### src/rtl/prio_irq_pkg.sv
package prio_irq_pkg;
   localparam logic [2:0] ADR_MASK = 3'd0;
   localparam logic [2:0] ADR_BASE = 3'd1;
   localparam logic [2:0] ADR_CTRL = 3'd2;
   localparam logic [2:0] ADR_ISRV = 3'd3;   // read: in-service, write: EOI
   localparam logic [2:0] ADR_REQ  = 3'd4;
endpackage

### src/rtl/prio_irq_sync.sv
module prio_irq_sync #(
   parameter int W      = 8,
   parameter int STAGES = 2
) (
   input  logic         clk,
   input  logic         rst_n,
   input  logic [W-1:0] d_i,
   output logic [W-1:0] q_o
);
   logic [W-1:0] stg [STAGES];

   genvar s;
   generate
      for (s = 0; s < STAGES; s++) begin : g_stage
         if (s == 0) begin : g_first
            always_ff @(posedge clk or negedge rst_n)
               if (!rst_n) stg[0] <= '0;
               else        stg[0] <= d_i;
         end else begin : g_next
            always_ff @(posedge clk or negedge rst_n)
               if (!rst_n) stg[s] <= '0;
               else        stg[s] <= stg[s-1];
         end
      end
   endgenerate

   assign q_o = stg[STAGES-1];
endmodule

### src/rtl/prio_irq_enc.sv
module prio_irq_enc #(
   parameter int N     = 8,
   parameter int IDX_W = $clog2(N)
) (
   input  logic [N-1:0]     v_i,
   output logic             any_o,
   output logic [IDX_W-1:0] idx_o
);
   always_comb begin
      any_o = 1'b0;
      idx_o = '0;
      for (int i = N - 1; i >= 0; i--) begin
         if (v_i[i]) begin
            any_o = 1'b1;
            idx_o = IDX_W'(i);
         end
      end
   end
endmodule

### src/rtl/prio_irq_edge.sv
module prio_irq_edge #(
   parameter int STAGES = 2
) (
   input  logic clk,
   input  logic rst_n,
   input  logic d_i,
   output logic rise_o
);
   logic lvl, lvl_d;

   prio_irq_sync #(.W(1), .STAGES(STAGES)) u_sync (
      .clk(clk), .rst_n(rst_n), .d_i(d_i), .q_o(lvl)
   );

   always_ff @(posedge clk or negedge rst_n)
      if (!rst_n) lvl_d <= 1'b0;
      else        lvl_d <= lvl;

   assign rise_o = lvl & ~lvl_d;
endmodule

### src/rtl/prio_irq_ctrl.sv
module prio_irq_ctrl #(
   parameter int NUM_SRC     = 8,
   parameter int VEC_W       = 8,
   parameter int SYNC_STAGES = 2
) (
   input  logic               clk,
   input  logic               rst_n,
   input  logic [NUM_SRC-1:0] irq_i,
   input  logic               nmi_i,
   input  logic               reg_wr_i,
   input  logic [2:0]         reg_addr_i,
   input  logic [VEC_W-1:0]   reg_wdata_i,
   output logic [VEC_W-1:0]   reg_rdata_o,
   input  logic               inta_i,
   output logic               int_o,
   output logic [VEC_W-1:0]   vec_o,
   output logic               vec_vld_o,
   output logic               nmi_o
);
   import prio_irq_pkg::*;

   localparam int IDX_W = $clog2(NUM_SRC);

   generate
      if (NUM_SRC != (1 << IDX_W) || NUM_SRC < 2)
         $error("NUM_SRC must be a power of two of at least 2");
      if (VEC_W <= IDX_W || NUM_SRC > VEC_W)
         $error("VEC_W must exceed the index width and cover NUM_SRC");
      if (SYNC_STAGES < 2)
         $error("SYNC_STAGES must be at least 2");
   endgenerate

   logic [NUM_SRC-1:0] req_sync, irr_q, isr_q, mask_q, pend;
   logic [NUM_SRC-1:0] ack_sel, eoi_sel;
   logic [VEC_W-1:0]   base_q, vec_q;
   logic               gen_q, vld_q;
   logic               p_any, s_any, ack, eoi_cmd;
   logic [IDX_W-1:0]   p_idx, s_idx;

   prio_irq_sync #(.W(NUM_SRC), .STAGES(SYNC_STAGES)) u_req_sync (
      .clk(clk), .rst_n(rst_n), .d_i(irq_i), .q_o(req_sync)
   );

   prio_irq_edge #(.STAGES(SYNC_STAGES)) u_nmi (
      .clk(clk), .rst_n(rst_n), .d_i(nmi_i), .rise_o(nmi_o)
   );

   assign pend = irr_q & ~mask_q;

   prio_irq_enc #(.N(NUM_SRC)) u_pend_enc (.v_i(pend),  .any_o(p_any), .idx_o(p_idx));
   prio_irq_enc #(.N(NUM_SRC)) u_serv_enc (.v_i(isr_q), .any_o(s_any), .idx_o(s_idx));

   assign int_o   = gen_q & p_any & (~s_any | (p_idx < s_idx));
   assign ack     = inta_i & int_o;
   assign eoi_cmd = reg_wr_i & (reg_addr_i == ADR_ISRV);
   assign ack_sel = ack ? (NUM_SRC'(1) << p_idx) : '0;
   assign eoi_sel = (eoi_cmd & s_any) ? (NUM_SRC'(1) << s_idx) : '0;

   always_ff @(posedge clk or negedge rst_n) begin
      if (!rst_n) begin
         irr_q <= '0;
         isr_q <= '0;
      end else begin
         irr_q <= req_sync & ~ack_sel;
         isr_q <= (isr_q & ~eoi_sel) | ack_sel;
      end
   end

   always_ff @(posedge clk or negedge rst_n) begin
      if (!rst_n) begin
         mask_q <= '1;
         base_q <= '0;
         gen_q  <= 1'b0;
      end else if (reg_wr_i) begin
         case (reg_addr_i)
            ADR_MASK: mask_q <= reg_wdata_i[NUM_SRC-1:0];
            ADR_BASE: base_q <= {reg_wdata_i[VEC_W-1:IDX_W], {IDX_W{1'b0}}};
            ADR_CTRL: gen_q  <= reg_wdata_i[0];
            default:  ;
         endcase
      end
   end

   always_ff @(posedge clk or negedge rst_n) begin
      if (!rst_n) begin
         vec_q <= '0;
         vld_q <= 1'b0;
      end else begin
         vld_q <= inta_i;
         if (inta_i)
            vec_q <= base_q | (ack ? VEC_W'(p_idx) : VEC_W'(NUM_SRC - 1));
      end
   end

   assign vec_o     = vec_q;
   assign vec_vld_o = vld_q;

   always_comb begin
      case (reg_addr_i)
         ADR_MASK: reg_rdata_o = VEC_W'(mask_q);
         ADR_BASE: reg_rdata_o = base_q;
         ADR_CTRL: reg_rdata_o = VEC_W'(gen_q);
         ADR_ISRV: reg_rdata_o = VEC_W'(isr_q);
         ADR_REQ:  reg_rdata_o = VEC_W'(irr_q);
         default:  reg_rdata_o = '0;
      endcase
   end
endmodule

### config.mk
export PLATFORM = sky130hd
export DESIGN_NAME = prio_irq_ctrl
export DESIGN_NICKNAME = d
export VERILOG_FILES = /design/src/rtl/prio_irq_pkg.sv /design/src/rtl/prio_irq_sync.sv /design/src/rtl/prio_irq_enc.sv /design/src/rtl/prio_irq_edge.sv /design/src/rtl/prio_irq_ctrl.sv
export SDC_FILE = /design/constraint.sdc
export NUM_CORES = 1
export LEC_CHECK = 0
export BUFFER_PORTS_ARGS = -buffer_cell sky130_fd_sc_hd__buf_2
export CAP_MARGIN = 20
export CORE_MARGIN = 2
export CORE_UTILIZATION = 40
export DETAILED_ROUTE_END_ITERATION = 10
export SETUP_SLACK_MARGIN = 0.05
export SLEW_MARGIN = 40
export SYNTH_ARGS = -nofsm -noshare
export SYNTH_HDL_FRONTEND = slang
export SYNTH_SLANG_ARGS = --single-unit
export TNS_END_PERCENT = 10
### constraint.sdc
create_clock -name clk -period 2.53 [get_ports clk]
set_input_delay 0.1265 -clock clk [delete_from_list [all_inputs] [get_ports clk]]
set_output_delay 0.1265 -clock clk [all_outputs]
set_load 0.05 [all_outputs]
==> results.yml <==
timing:
  finalSetupViolations: 0
  grt_setup_unrepaired: "yes"
  drv_slew: 0
  fin_crit_sh: 0.983
  whs_ps: 28.2
  fin_worst_skew_ps: 11.5
  period_needed_ps: 2490
  hold_violations: 0
  worst_pin_slew_ps: 720
  setup_tns_ps: 0
  max_freq_mhz: 402
  worst_slack_ps: 44.3
  max-slew-margin-rel: 0.520
synthesis:
  synth_warnings: 0
  yosysSeqAreaShare: 0.573
  synth_flop_cell: "dfrtp_1"
  avgSynthCellArea_um2: 11.3
  syn_area_mm2: 0.00255
  synthTopCellsByArea: "dfrtp_1 (49%), mux2_2 (8.4%), dfstp_2 (8.2%)"
  synth_edf_count: 0
  synth.most_common_cell: "dfrtp_1"
  synth_top_area_frac: 0.491
  synth-seq-cells: 58
  synthesis.nets: 251
  synth_area_leader_cell: "dfrtp_1"
  syn_inst: 225
  yosys-top-cells-count: "dfrtp_1 (50), nand2_1 (20), mux2_2 (19)"
  synth_cell_types: 41
  async_flop_share: 1.00
place:
  place_area_mm2: 0.00288
  io_buffer_count: 42
  hpwl_um: 4050
  pre_cts_slack_ps: 112
  gp_congestion: 0.919
  dp_cells: 344
global_route:
  grt_pass1_vias: 1986
  grt_max_degree: 59
  antenna_found_initial: 0
  grt_pass1_wl_um: 9970
  grtUsageTotal: 0.185
  grt_overflow: 0
clock_tree:
  cts_tree: "yes"
  clock_path_buffers: 2
  clkTransAtPathRegs_ps: 60
  clock_latency_ps: 340
  cts_inserted_buffers: 9
  clock_sink_count: 58
  cts_max_level: 3
  clockRootBuffer: "clkbuf_8"
min_path:
  hold_path_class: "input pin to flip-flop"
  whs_path_depth: 2
critical_path:
  critPathLaunchType: "flip-flop"
  crit_path_end_kind: "output pin"
  reg2reg_depth: 10
  cp.required_ps: 2400
  worstSetupPathType: "flip-flop to output pin"
  critPathMaxFanout: 3
  arrival_ps: 2360
floorplan:
  die_w_um: 83.8
  die_y_um: 83.8
  io_pins: 43
  core_mm2: 0.00624
  row_count: 29
  dieArea_mm2: 0.00703
  initial_core_util: 0.408
final_layout:
  area_growth_pct: 31.0
  fin_cells: 380
  final_area_mm2: 0.00334
  fin_util: 0.535
  nets: 324
  final_layout_size_suffix_gt1_frac: 0.406
  fillers: 575
  num_antenna_cells: 0
route:
  viasPerCell: 5.17
  postRouteAntennaNets: 0
  drt-wirelength-per-cell_um: 15.8
  first_iter_violations: 93
  routed_wl_um: 6020
  drc: 0
  dr.pass1.iters: 4
  dr_total_vias: 1965
power_and_ir_drop:
  cellPowerDensity_mw_per_mm2: 1080
  ir_drop_v: 0.000559
  finalPower_mw: 3.60
  p_leak_nw: 1.47
job:
  maxCapViolations: 0
status:
  status: "complete, no violations"
## timing repair
action | CTS | global route
pin swaps | 5 | 5
gates resized for setup | 9 | 13
cloned | 0 | 0
hold buffers | 10 | 0
hold endpoints to repair | 59 | 0
setup endpoints to repair | 1 | 13
setup buffers | 6 | 4
## worst max-delay path: stages (launching register included)
cell and delay (ps):
dfstp_2 550, nor2b_2 60, and4bb_1 310, a21boi_4 200, ha_4 220, a221oi_4 300, a21oi_2 110, nor2_2 110
buf_6 160
## sequential cells by signal (all words and copies together) (netlist names), 5 cells and up
register,flops
base_q,5
irr_q,8
isr_q,8
mask_q,8
u_req_sync.q_o,8
u_req_sync.stg,8
vec_o,8
## worst paths after layout
check / start / endpoint / slack [ps]
setup / recovery: mask_q[3]$_DFFE_PN1P_ / int_o / 40
hold / removal: reg_wdata_i[1] / mask_q[1]$_DFFE_PN1P_ / 30
setup reg to reg: mask_q[3]$_DFFE_PN1P_ / vec_o[0]$_DFFE_PN0P_ / 60
hold reg to reg: u_req_sync.stg[10]$_DFF_PN0_ / u_req_sync.q_o[2]$_DFF_PN0_ / 350
max in group asynchronous: rst_n / base_q[3]$_DFFE_PN0P_ / 1580
min in group asynchronous: rst_n / vec_o[4]$_DFFE_PN0P_ / 450
## layer usage
metal	wire length, um	vias up	share of wire	track usage
met3	252	9	0.042	0.0584
met2	2910	53	0.48	0.289
li1	-	953	-	-
met4	91	0	0.015	0.0543
met5	0	-	0	0
met1	2760	950	0.46	0.249
## final cells by class
cell class,instances,area [um2],area share
clock inverter,5,30.0,0.00899
inverter,2,7.51,0.00225
tap,77,96.3,0.0288
multi-input combinational,158,1160,0.347
sequential,58,1460,0.438
timing repair buffer,69,444,0.133
clock buffer,11,141,0.0423
## kinds of logic (layout without fill, tap and decap cells)
| group | after synthesis | count (layout) | share of synthesized area |
|---|---|---|---|
| adders and majority gates | 2 | 2 | 0.00982 |
| and+or+nand+nor | 74 | 74 | 0.152 |
| DFF | 58 | 58 | 0.573 |
| AOI/OAI and AO/OA | 57 | 57 | 0.143 |
| buffers and inverters | 9 | 87 | 0.0147 |
| muxes | 25 | 25 | 0.108 |
## placed cells by master (no fill, tap or decap), types with 2 or more instances in the layout
cell	instances
buf_2	41
o21ai_1	6
or3_1	2
nor3_1	4
nand2b_1	2
buf_4	17
inv_1	2
mux2_2	19
nand2_1	19
and2_1	3
nor2b_2	2
o21a_1	10
clkbuf_8	10
dfstp_2	8
clkinvlp_4	2
dlygate4sd3_1	10
nor2b_1	6
o21ai_0	17
nor2_1	14
nand2b_4	4
mux2i_1	6
o32a_1	2
dfrtp_1	50
a21oi_1	8
a22oi_1	2
nand3_1	5
o21bai_1	2
nor2_2	3
clkinv_2	3
## power breakdown
part	switching [mW]	internal (mW)	leakage [nW]
registers	0.181	1.13	0.675
logic	0.881	0.672	0.713
clock network	0.359	0.376	0.0851
Note: power is estimated with default switching activity, not from simulation.
